File: src/rtl/tmr_pkg.sv
package tmr_pkg;
  localparam int REG_W   = 32;
  localparam int PSC_W   = 8;
  localparam int ADDR_W  = 2;
  localparam int BIT_RUN = 30;
  localparam int BIT_IE  = 29;
  localparam int BIT_PER = 27;
  localparam int BIT_RLD = 26;
  localparam int BIT_ACT = 25;
  localparam logic [PSC_W-1:0] PSC_RESET = PSC_W'(5);

  typedef enum logic [ADDR_W-1:0] {
    A_CTRL = 2'd0,
    A_START = 2'd1,
    A_LIVE = 2'd2,
    A_NONE = 2'd3
  } reg_addr_e;

  typedef struct packed {
    logic             run;
    logic             ie;
    logic             per;
    logic             act;
    logic [PSC_W-1:0] psc;
  } ctrl_t;
endpackage

File: src/rtl/tmr_prescale.sv
module tmr_prescale #(
  parameter int PSC_W = 8
) (
  input  logic             clk,
  input  logic             rst_n,
  input  logic             run,
  input  logic             restart,
  input  logic [PSC_W-1:0] div,
  output logic             tick
);
  logic [PSC_W-1:0] phase_q;

  assign tick = run && (phase_q == div);

  always_ff @(posedge clk or negedge rst_n) begin
    if (!rst_n) begin
      phase_q <= '0;
    end else if (restart || tick) begin
      phase_q <= '0;
    end else if (run) begin
      phase_q <= phase_q + 1'b1;
    end
  end
endmodule

File: src/rtl/tmr_count.sv
module tmr_count #(
  parameter int CNT_W = 32
) (
  input  logic             clk,
  input  logic             rst_n,
  input  logic             wr_start,
  input  logic [CNT_W-1:0] wr_val,
  input  logic             reload,
  input  logic             tick,
  input  logic             periodic,
  output logic [CNT_W-1:0] start_q,
  output logic [CNT_W-1:0] live_q,
  output logic             expire
);
  assign expire = tick && (live_q <= CNT_W'(1));

  always_ff @(posedge clk or negedge rst_n) begin
    if (!rst_n) begin
      start_q <= '0;
    end else if (wr_start) begin
      start_q <= wr_val;
    end
  end

  always_ff @(posedge clk or negedge rst_n) begin
    if (!rst_n) begin
      live_q <= '0;
    end else if (wr_start) begin
      live_q <= wr_val;
    end else if (reload) begin
      live_q <= start_q;
    end else if (expire) begin
      live_q <= periodic ? start_q : '0;
    end else if (tick) begin
      live_q <= live_q - 1'b1;
    end
  end
endmodule

File: src/rtl/tmr_ctrl.sv
module tmr_ctrl
  import tmr_pkg::*;
(
  input  logic             clk,
  input  logic             rst_n,
  input  logic             wr_ctrl,
  input  logic             d_run,
  input  logic             d_ie,
  input  logic             d_per,
  input  logic             d_rld,
  input  logic [PSC_W-1:0] d_psc,
  input  logic             expire,
  input  logic             flag_clr,
  output ctrl_t            ctrl_q,
  output logic             flag_q,
  output logic             reload,
  output logic             phase_restart
);
  logic run_next;
  logic run_rise;
  logic run_fall;
  logic auto_stop;

  // A restart request in the same write vetoes the run bit.
  assign run_next      = d_run & ~d_rld;
  assign run_rise      = wr_ctrl & run_next & ~ctrl_q.run;
  assign run_fall      = wr_ctrl & ~run_next & ctrl_q.run;
  assign auto_stop     = expire & ~ctrl_q.per;
  assign reload        = wr_ctrl & d_rld;
  assign phase_restart = reload | run_rise | (wr_ctrl & (d_psc != ctrl_q.psc));

  always_ff @(posedge clk or negedge rst_n) begin
    if (!rst_n) begin
      ctrl_q.run <= 1'b0;
      ctrl_q.ie  <= 1'b0;
      ctrl_q.per <= 1'b0;
      ctrl_q.psc <= PSC_RESET;
    end else if (wr_ctrl) begin
      ctrl_q.run <= run_next;
      ctrl_q.ie  <= d_ie;
      ctrl_q.per <= d_per;
      ctrl_q.psc <= d_psc;
    end else if (auto_stop) begin
      ctrl_q.run <= 1'b0;
    end
  end

  always_ff @(posedge clk or negedge rst_n) begin
    if (!rst_n) begin
      ctrl_q.act <= 1'b0;
    end else if (run_rise) begin
      ctrl_q.act <= 1'b1;
    end else if (run_fall || auto_stop) begin
      ctrl_q.act <= 1'b0;
    end
  end

  always_ff @(posedge clk or negedge rst_n) begin
    if (!rst_n) begin
      flag_q <= 1'b0;
    end else if (expire) begin
      flag_q <= 1'b1;
    end else if (flag_clr) begin
      flag_q <= 1'b0;
    end
  end
endmodule

File: src/rtl/tmr_channel.sv
module tmr_channel
  import tmr_pkg::*;
(
  input  logic              clk,
  input  logic              rst_n,
  input  logic              wr_en,
  input  logic [ADDR_W-1:0] wr_addr,
  input  logic [REG_W-1:0]  wr_data,
  input  logic [ADDR_W-1:0] rd_addr,
  output logic [REG_W-1:0]  rd_data,
  input  logic              flag_clr,
  output logic              flag_o,
  output logic              irq_o
);
  ctrl_t            ctrl_q;
  logic             wr_ctrl;
  logic             wr_start;
  logic             busy;
  logic             reload;
  logic             phase_restart;
  logic             tick;
  logic             expire;
  logic [REG_W-1:0] start_q;
  logic [REG_W-1:0] live_q;
  logic [REG_W-1:0] ctrl_word;
  logic             ch_run;
  logic             ch_act;
  logic             ch_per;

  assign wr_ctrl  = wr_en && (wr_addr == A_CTRL);
  assign wr_start = wr_en && (wr_addr == A_START);
  assign busy     = wr_ctrl | wr_start;
  assign ch_run   = ctrl_q.run;
  assign ch_act   = ctrl_q.act;
  assign ch_per   = ctrl_q.per;

  tmr_ctrl u_ctrl (
    .clk           (clk),
    .rst_n         (rst_n),
    .wr_ctrl       (wr_ctrl),
    .d_run         (wr_data[BIT_RUN]),
    .d_ie          (wr_data[BIT_IE]),
    .d_per         (wr_data[BIT_PER]),
    .d_rld         (wr_data[BIT_RLD]),
    .d_psc         (wr_data[PSC_W-1:0]),
    .expire        (expire),
    .flag_clr      (flag_clr),
    .ctrl_q        (ctrl_q),
    .flag_q        (flag_o),
    .reload        (reload),
    .phase_restart (phase_restart)
  );

  tmr_prescale #(.PSC_W(PSC_W)) u_psc (
    .clk     (clk),
    .rst_n   (rst_n),
    .run     (ctrl_q.run & ~busy),
    .restart (phase_restart | wr_start),
    .div     (ctrl_q.psc),
    .tick    (tick)
  );

  tmr_count #(.CNT_W(REG_W)) u_cnt (
    .clk      (clk),
    .rst_n    (rst_n),
    .wr_start (wr_start),
    .wr_val   (wr_data),
    .reload   (reload),
    .tick     (tick),
    .periodic (ctrl_q.per),
    .start_q  (start_q),
    .live_q   (live_q),
    .expire   (expire)
  );

  assign irq_o = ctrl_q.ie & flag_o;

  always_comb begin
    ctrl_word              = '0;
    ctrl_word[BIT_RUN]     = ctrl_q.run;
    ctrl_word[BIT_IE]      = ctrl_q.ie;
    ctrl_word[BIT_PER]     = ctrl_q.per;
    ctrl_word[BIT_ACT]     = ctrl_q.act;
    ctrl_word[PSC_W-1:0]   = ctrl_q.psc;
  end

  always_comb begin
    unique case (rd_addr)
      A_CTRL:  rd_data = ctrl_word;
      A_START: rd_data = start_q;
      A_LIVE:  rd_data = live_q;
      default: rd_data = '0;
    endcase
  end
endmodule

File: config.mk
export PLATFORM = sky130hd
export DESIGN_NAME = tmr_channel
export DESIGN_NICKNAME = d
export VERILOG_FILES = /design/src/rtl/tmr_pkg.sv /design/src/rtl/tmr_prescale.sv /design/src/rtl/tmr_count.sv /design/src/rtl/tmr_ctrl.sv /design/src/rtl/tmr_channel.sv
export SDC_FILE = /design/constraint.sdc
export NUM_CORES = 1
export LEC_CHECK = 0
export BUFFER_PORTS_ARGS = -buffer_cell sky130_fd_sc_hd__buf_2
export CAP_MARGIN = 20
export CORE_UTILIZATION = 59
export DETAILED_ROUTE_END_ITERATION = 16
export PLACE_DENSITY = 0.85
export RECOVER_POWER = 25
export SETUP_SLACK_MARGIN = 0.02
export SLEW_MARGIN = 25
export SYNTH_ARGS = -nofsm -noshare
export SYNTH_HDL_FRONTEND = slang
export SYNTH_SLANG_ARGS = --single-unit
export TNS_END_PERCENT = 10
File: constraint.sdc
create_clock -name clk -period 3.3 [get_ports clk]
set_input_delay 0.165 -clock clk [delete_from_list [all_inputs] [get_ports clk]]
set_output_delay 0.165 -clock clk [all_outputs]
set_load 0.02 [all_outputs]
# Word level (Yosys, flattened, before mapping)
# Cells that the tools add are included.
# totals
output_inout_bits,34
regBits,85
word_cells,63
# op_classes
reduce_logical,13
eq_ne,5
order_cmp,1
n_mux,14
bitwise_logic,19
n_addsub,2
# op_table
op,n
$mux W32,5
$pmux W32 S3,1
$le A32 B1 Y1 const B,1
$sub A32 B1 Y32 const B,1
$mux W8,2
$and A1 B1 Y1,10
$add A8 B1 Y8 const B,1
$eq A8 B8 Y1,1
$ne A8 B8 Y1,1
$reduce_bool A2 Y1,4
$mux W1,6
$not A1 Y1,5
$eq A2 B1 Y1 const B,2
$logic_and A1 B1 Y1,4
$logic_not A2 Y1,2
$or A1 B1 Y1,4
$reduce_bool A4 Y1,1
$eq A2 B2 Y1 const B,1
$logic_or A1 B1 Y1,2

# Depth between registers and ports, before layout
# logic_depth
word_depth,11
depth_mapped,9

# Modules after synthesis
# A second synthesis with hierarchy kept.
# hier_totals
cells_unflattened,564
hier_area_um2,5253.8
# by_module_without_submodules
module,cells_each,area_each_um2,n_inst
tmr_count,405,3594.7,1
tmr_ctrl,50,626.9,1
tmr_channel,61,536.8,1
tmr_prescale,48,495.5,1

# Least setup slack after synthesis
# No wires, ideal clock.
# synth_timing
kind,register to register
start,register u_cnt.live_q[11]
end,register u_cnt.live_q[22]
required_ns,3.174
path_slack_ns,0.927
arrival_time_ns,2.247
stages_incl_launch_ff,9
path_buffers,2
cell_sequence,dfrtp_1 -> buf_6 -> nor4_4 -> nand4_4 -> or4_1 -> buf_2 -> o2111ai_1 -> a21oi_1 -> a221o_1
# synth_between
elab_chain_cells,5
word_cells_on_any_way,8
# synth_lines
element,line,source
start: declaration,tmr_count.sv:12,"output logic [CNT_W-1:0] live_q,"
start signal: assignment,tmr_count.sv:29,live_q <= wr_val;
start signal: assignment,tmr_count.sv:31,live_q <= start_q;
start signal: assignment,tmr_count.sv:33,live_q <= periodic ? start_q : '0;
$sub A32 B1 Y32 / $le A32 B1 Y1 (equally long branches),"tmr_count.sv:35, tmr_count.sv:15",
$mux W32 / $logic_and A1 B1 Y1 (equally long branches),"tmr_count.sv:34, tmr_count.sv:15",
$mux W32,tmr_count.sv:32,end else if (expire) begin
$mux W32,tmr_count.sv:30,end else if (reload) begin
$mux W32,tmr_count.sv:28,end else if (wr_start) begin
# Several ways; a longest one is shown, not always the timed one. The select of a mux whose other input is x is not followed.
# A chain may end at the register's enable or synchronous reset.

# Worst setup path in the final report
# layout_timing
start,register u_cnt.live_q[7]
end,register u_cnt.live_q[19]
# The elaborated chain is that of the path after synthesis.

==> results.md <==
- Number of synthesized flops with an enable pin: 0
- Outcome: complete, but fails checks
- Vias in the first global route: approximately 5700
- Hold WS: about 5.5 ps
- Port bufs: 73
- R2r worst-path depth: 6
- Worst slew margin: -18.1%
- Yosys warns: 0
- Hold Path Class: primary input to flip-flop
- 1st-iter DRT viols: 683
- Power per cell area: 539 nW/µm²
- Boundary Pins: 74
- Placed cell area: 6180 µm²
- Area Overhead vs Synth: 14.6%
- WL per Instance: ~21 µm
- Worst-Margin Slew: 1770 ps
- Max-cap violations: 1
- Total CTS buffers: 9
- Worst hold path startpoint: wr_data[23]
- Initial core utilization: roughly three fifths
- R2R Setup Slk: 450 ps
- Mapped Area: around 5600 µm²
- DR vias: approximately 6000
- Syn Nets: between 700 and 800
- # nets final: about 800
- Top delay family on crit path: simple AND/OR/NAND/NOR gates
- H-tree Lvls: 3
- TritonCTS sink count: 85
- First-pass GRT wire length: 29.8 mm
- Synthesized area per cell: roughly 8.3 µm²
- Final wirelength: between 15 and 20 mm
- Largest net degree at the start of global routing: 71
- Vias per cell: between 6 and 7
- Slowest-stage cell, CP: or4_1
- Clock latency on the worst-skew pair: ~380 ps
- Die Width: approximately 100 µm
- RSZ-0062 raised after global routing: no
- CP Capture Type: flip-flop
- Final Max Slew Viols: 71
- CP cell instances: nor3_2, nand4_4, or4_1, nor2_2, nor3_1, a221o_1
- Distinct cells, synth: approximately 70
- WP buf/inv: 0
- Leak: around 2.9 nW
- Clock transition at path regs: around 100 ps
- Max Clock Skew: ~20 ps
- Final core area utilization: approximately 70%
- Post-DRT Antenna Nets: 0
- #FFs+latches synth: 85
- Die Y: between 90 and 100 µm
- Fmax: roughly 350 MHz
- R2R Path Start: u_cnt.live_q[7]
- CP arrival: roughly 3100 ps
- Crit Path Class: flip-flop to flip-flop
- Final setup viols: 0
- Peak VDD IR: between 0.4 and 0.5 mV
- Worst reg2reg path endpoint: u_cnt.live_q[19]
- CP Data Required Time: approximately 3600 ps
- Clock buffer depth: 2
- Cells after synthesis: about 680
- Sequential share of the synthesized area: between 30 and 40%
- ANT cells: 0
- Initial antenna violation count: 0
- Share of cells above drive strength 1: between 10% and 20%
- GR Overflow Total: 0
- CP startpoint kind: flip-flop
- Pre-antenna DRT Iters: 6
- Max incr delay on CP: roughly 790 ps
- Gr usage total: 39.0%
- Failing checks: max-capacitance violations, max-slew violations
- Cells on Worst Hold Path: 3
- Core Rows: 35
- Final Hold Viols: 0
- CTS root buf: clkbuf_8
- Placer Congestion: 0.939
- Final Cycle Share: 86.3%
- Full die area: approximately 10000 µm²
- Period minus WS final: about 2800 ps
- Top_reg_cell synth: dfrtp_1
- Hold endpoint: u_cnt.start_q[23]
- CTS tree: built
- Detailed placer's ending HPWL: approximately 13 mm
- Post-route DRC violation count: 0
- Area of the core: roughly 9200 µm²
- Setup TNS: 0 ps
- Final instance area: about 6500 µm²
- Synth async-reset ratio: between 90% and 100%
- Critical-path maximum fanout: 8
synth_stat cells (all sizes together), types with 4 or more instances:
library cell | n | area, µm²
and3 | 4 | 25.0
o32a | 5 | 50.1
nor4 | 11 | 114
a22o | 22 | 193
a211oi | 9 | 77.6
nand2 | 149 | 559
o21ai | 49 | 245
xnor2 | 19 | 166
and2 | 4 | 25.0
a32oi | 4 | 35.0
o211ai | 4 | 30.0
nor2b | 5 | 31.3
dfrtp | 83 | 2080
o31ai | 7 | 52.6
a31oi | 17 | 106
nor3 | 16 | 96.4
o22ai | 4 | 25.0
xor2 | 14 | 123
clkbuf | 37 | 139
nand2b | 4 | 25.0
buf | 10 | 66.3
mux2i | 12 | 120
inv | 12 | 45.0
nand3 | 15 | 75.1
a22oi | 6 | 45.0
a221o | 5 | 50.1
nand4 | 10 | 77.6
or3 | 6 | 37.5
mux2 | 10 | 113
a21oi | 31 | 155
nor2 | 41 | 156
flip-flops by register name, summed over array words and instances, names as in the netlist:
register       count
u_ctrl.ctrl_q     12
u_psc.phase_q      8
u_cnt.live_q      32
u_cnt.start_q     32
u_ctrl.flag_q      1
power by group:
group | internal [W] | total, W | switching (W)
logic | 0.000421 | 0.000981 | 0.000560
clock network | 0.000513 | 0.000938 | 0.000425
registers | 0.00124 | 0.00157 | 0.000332
total | 0.00217 | 0.00349 | 0.00132
tightest hold or removal path, stage by stage:
cell	delay (ps)
buf_2	100
nand2_1	40
nand2_1	50
cell type report:
| class | count | area (µm²) |
|---|---|---|
| Multi-Input combinational cell | 532 | 3260 |
| Fill cell | 738 | 2770 |
| Sequential cell | 85 | 2130 |
| Timing Repair Buffer | 107 | 613 |
| Tap cell | 129 | 161 |
| Clock buffer | 10 | 128 |
| Clock inverter | 6 | 119 |
| Inverter | 14 | 52.6 |
kinds of logic (layout without fill, tap and decap cells):
| kind of cell | Yosys count | after routing | share of synthesized area [%] |
|---|---|---|---|
| simple gates | 277 | 277 | 23.6 |
| compound gates | 197 | 197 | 24.2 |
| flops | 85 | 85 | 37.7 |
| buf+inv | 61 | 137 | 4.57 |
| xor+xnor | 33 | 33 | 5.12 |
| mux | 22 | 22 | 4.13 |
| fa+ha+maj | 3 | 3 | 0.665 |
through the flow:
| step | instances | total power, W | setup WS (ps) |
|---|---|---|---|
| final | 883 | 0.00349 | 452 |
| after CTS | 883 | 0.00347 | 491 |
| after global routing | 883 | 0.00365 | 345 |
| after floorplan | 678 | 0.00219 | 927 |
| after global placement | 860 | 0.00249 | 611 |
| after detailed placement | 860 | 0.00254 | 520 |
how the worst max path moves through the flow:
stage	cells after the start	startpoint	end	slack [ps]
floorplan	8	u_cnt.live_q[11]	u_cnt.live_q[22]	930
global placement	6	u_cnt.live_q[7]	u_cnt.live_q[19]	610
detailed placement	6	u_cnt.live_q[7]	u_cnt.live_q[19]	520
CTS	6	u_cnt.live_q[7]	u_cnt.live_q[19]	490
global route	6	u_cnt.live_q[7]	u_cnt.live_q[19]	350
finish	6	u_cnt.live_q[7]	u_cnt.live_q[19]	450
per-layer routing:
metal	global-route usage, %	up-vias	wire, µm
met5	0	-	0
met1	51.1	2792	7200
li1	-	2602	-
met4	17.8	0	716
met2	63.0	395	8540
met3	7.59	79	1890
repair_timing:
action	CTS	global route
gates resized for setup	0	0
hold buffers	7	0
setup buffers	0	0
endpoints found under the hold margin	73	0
endpoints found under the setup margin	0	0
cells in the final DEF, fill, tap and decap left out, drive strengths merged, types with 4 or more instances in the layout:
master         n
inv           14
o31ai          7
mux2          10
o211ai         4
buf           91
or3            6
a211oi         9
nor2          41
xnor2         19
nand3         15
a22o          22
dlygate4sd3    7
nor2b          5
o22ai          4
clkbuf        19
a22oi          6
a21oi         31
mux2i         12
and2           4
o21ai         49
and3           4
nor4          11
nor3          16
xor2          14
a32oi          4
o32a           5
dfrtp         83
nand4         10
a31oi         17
a221o          5
nand2b         4
nand2        149
No activity file was read; power rests on OpenSTA's default activity.
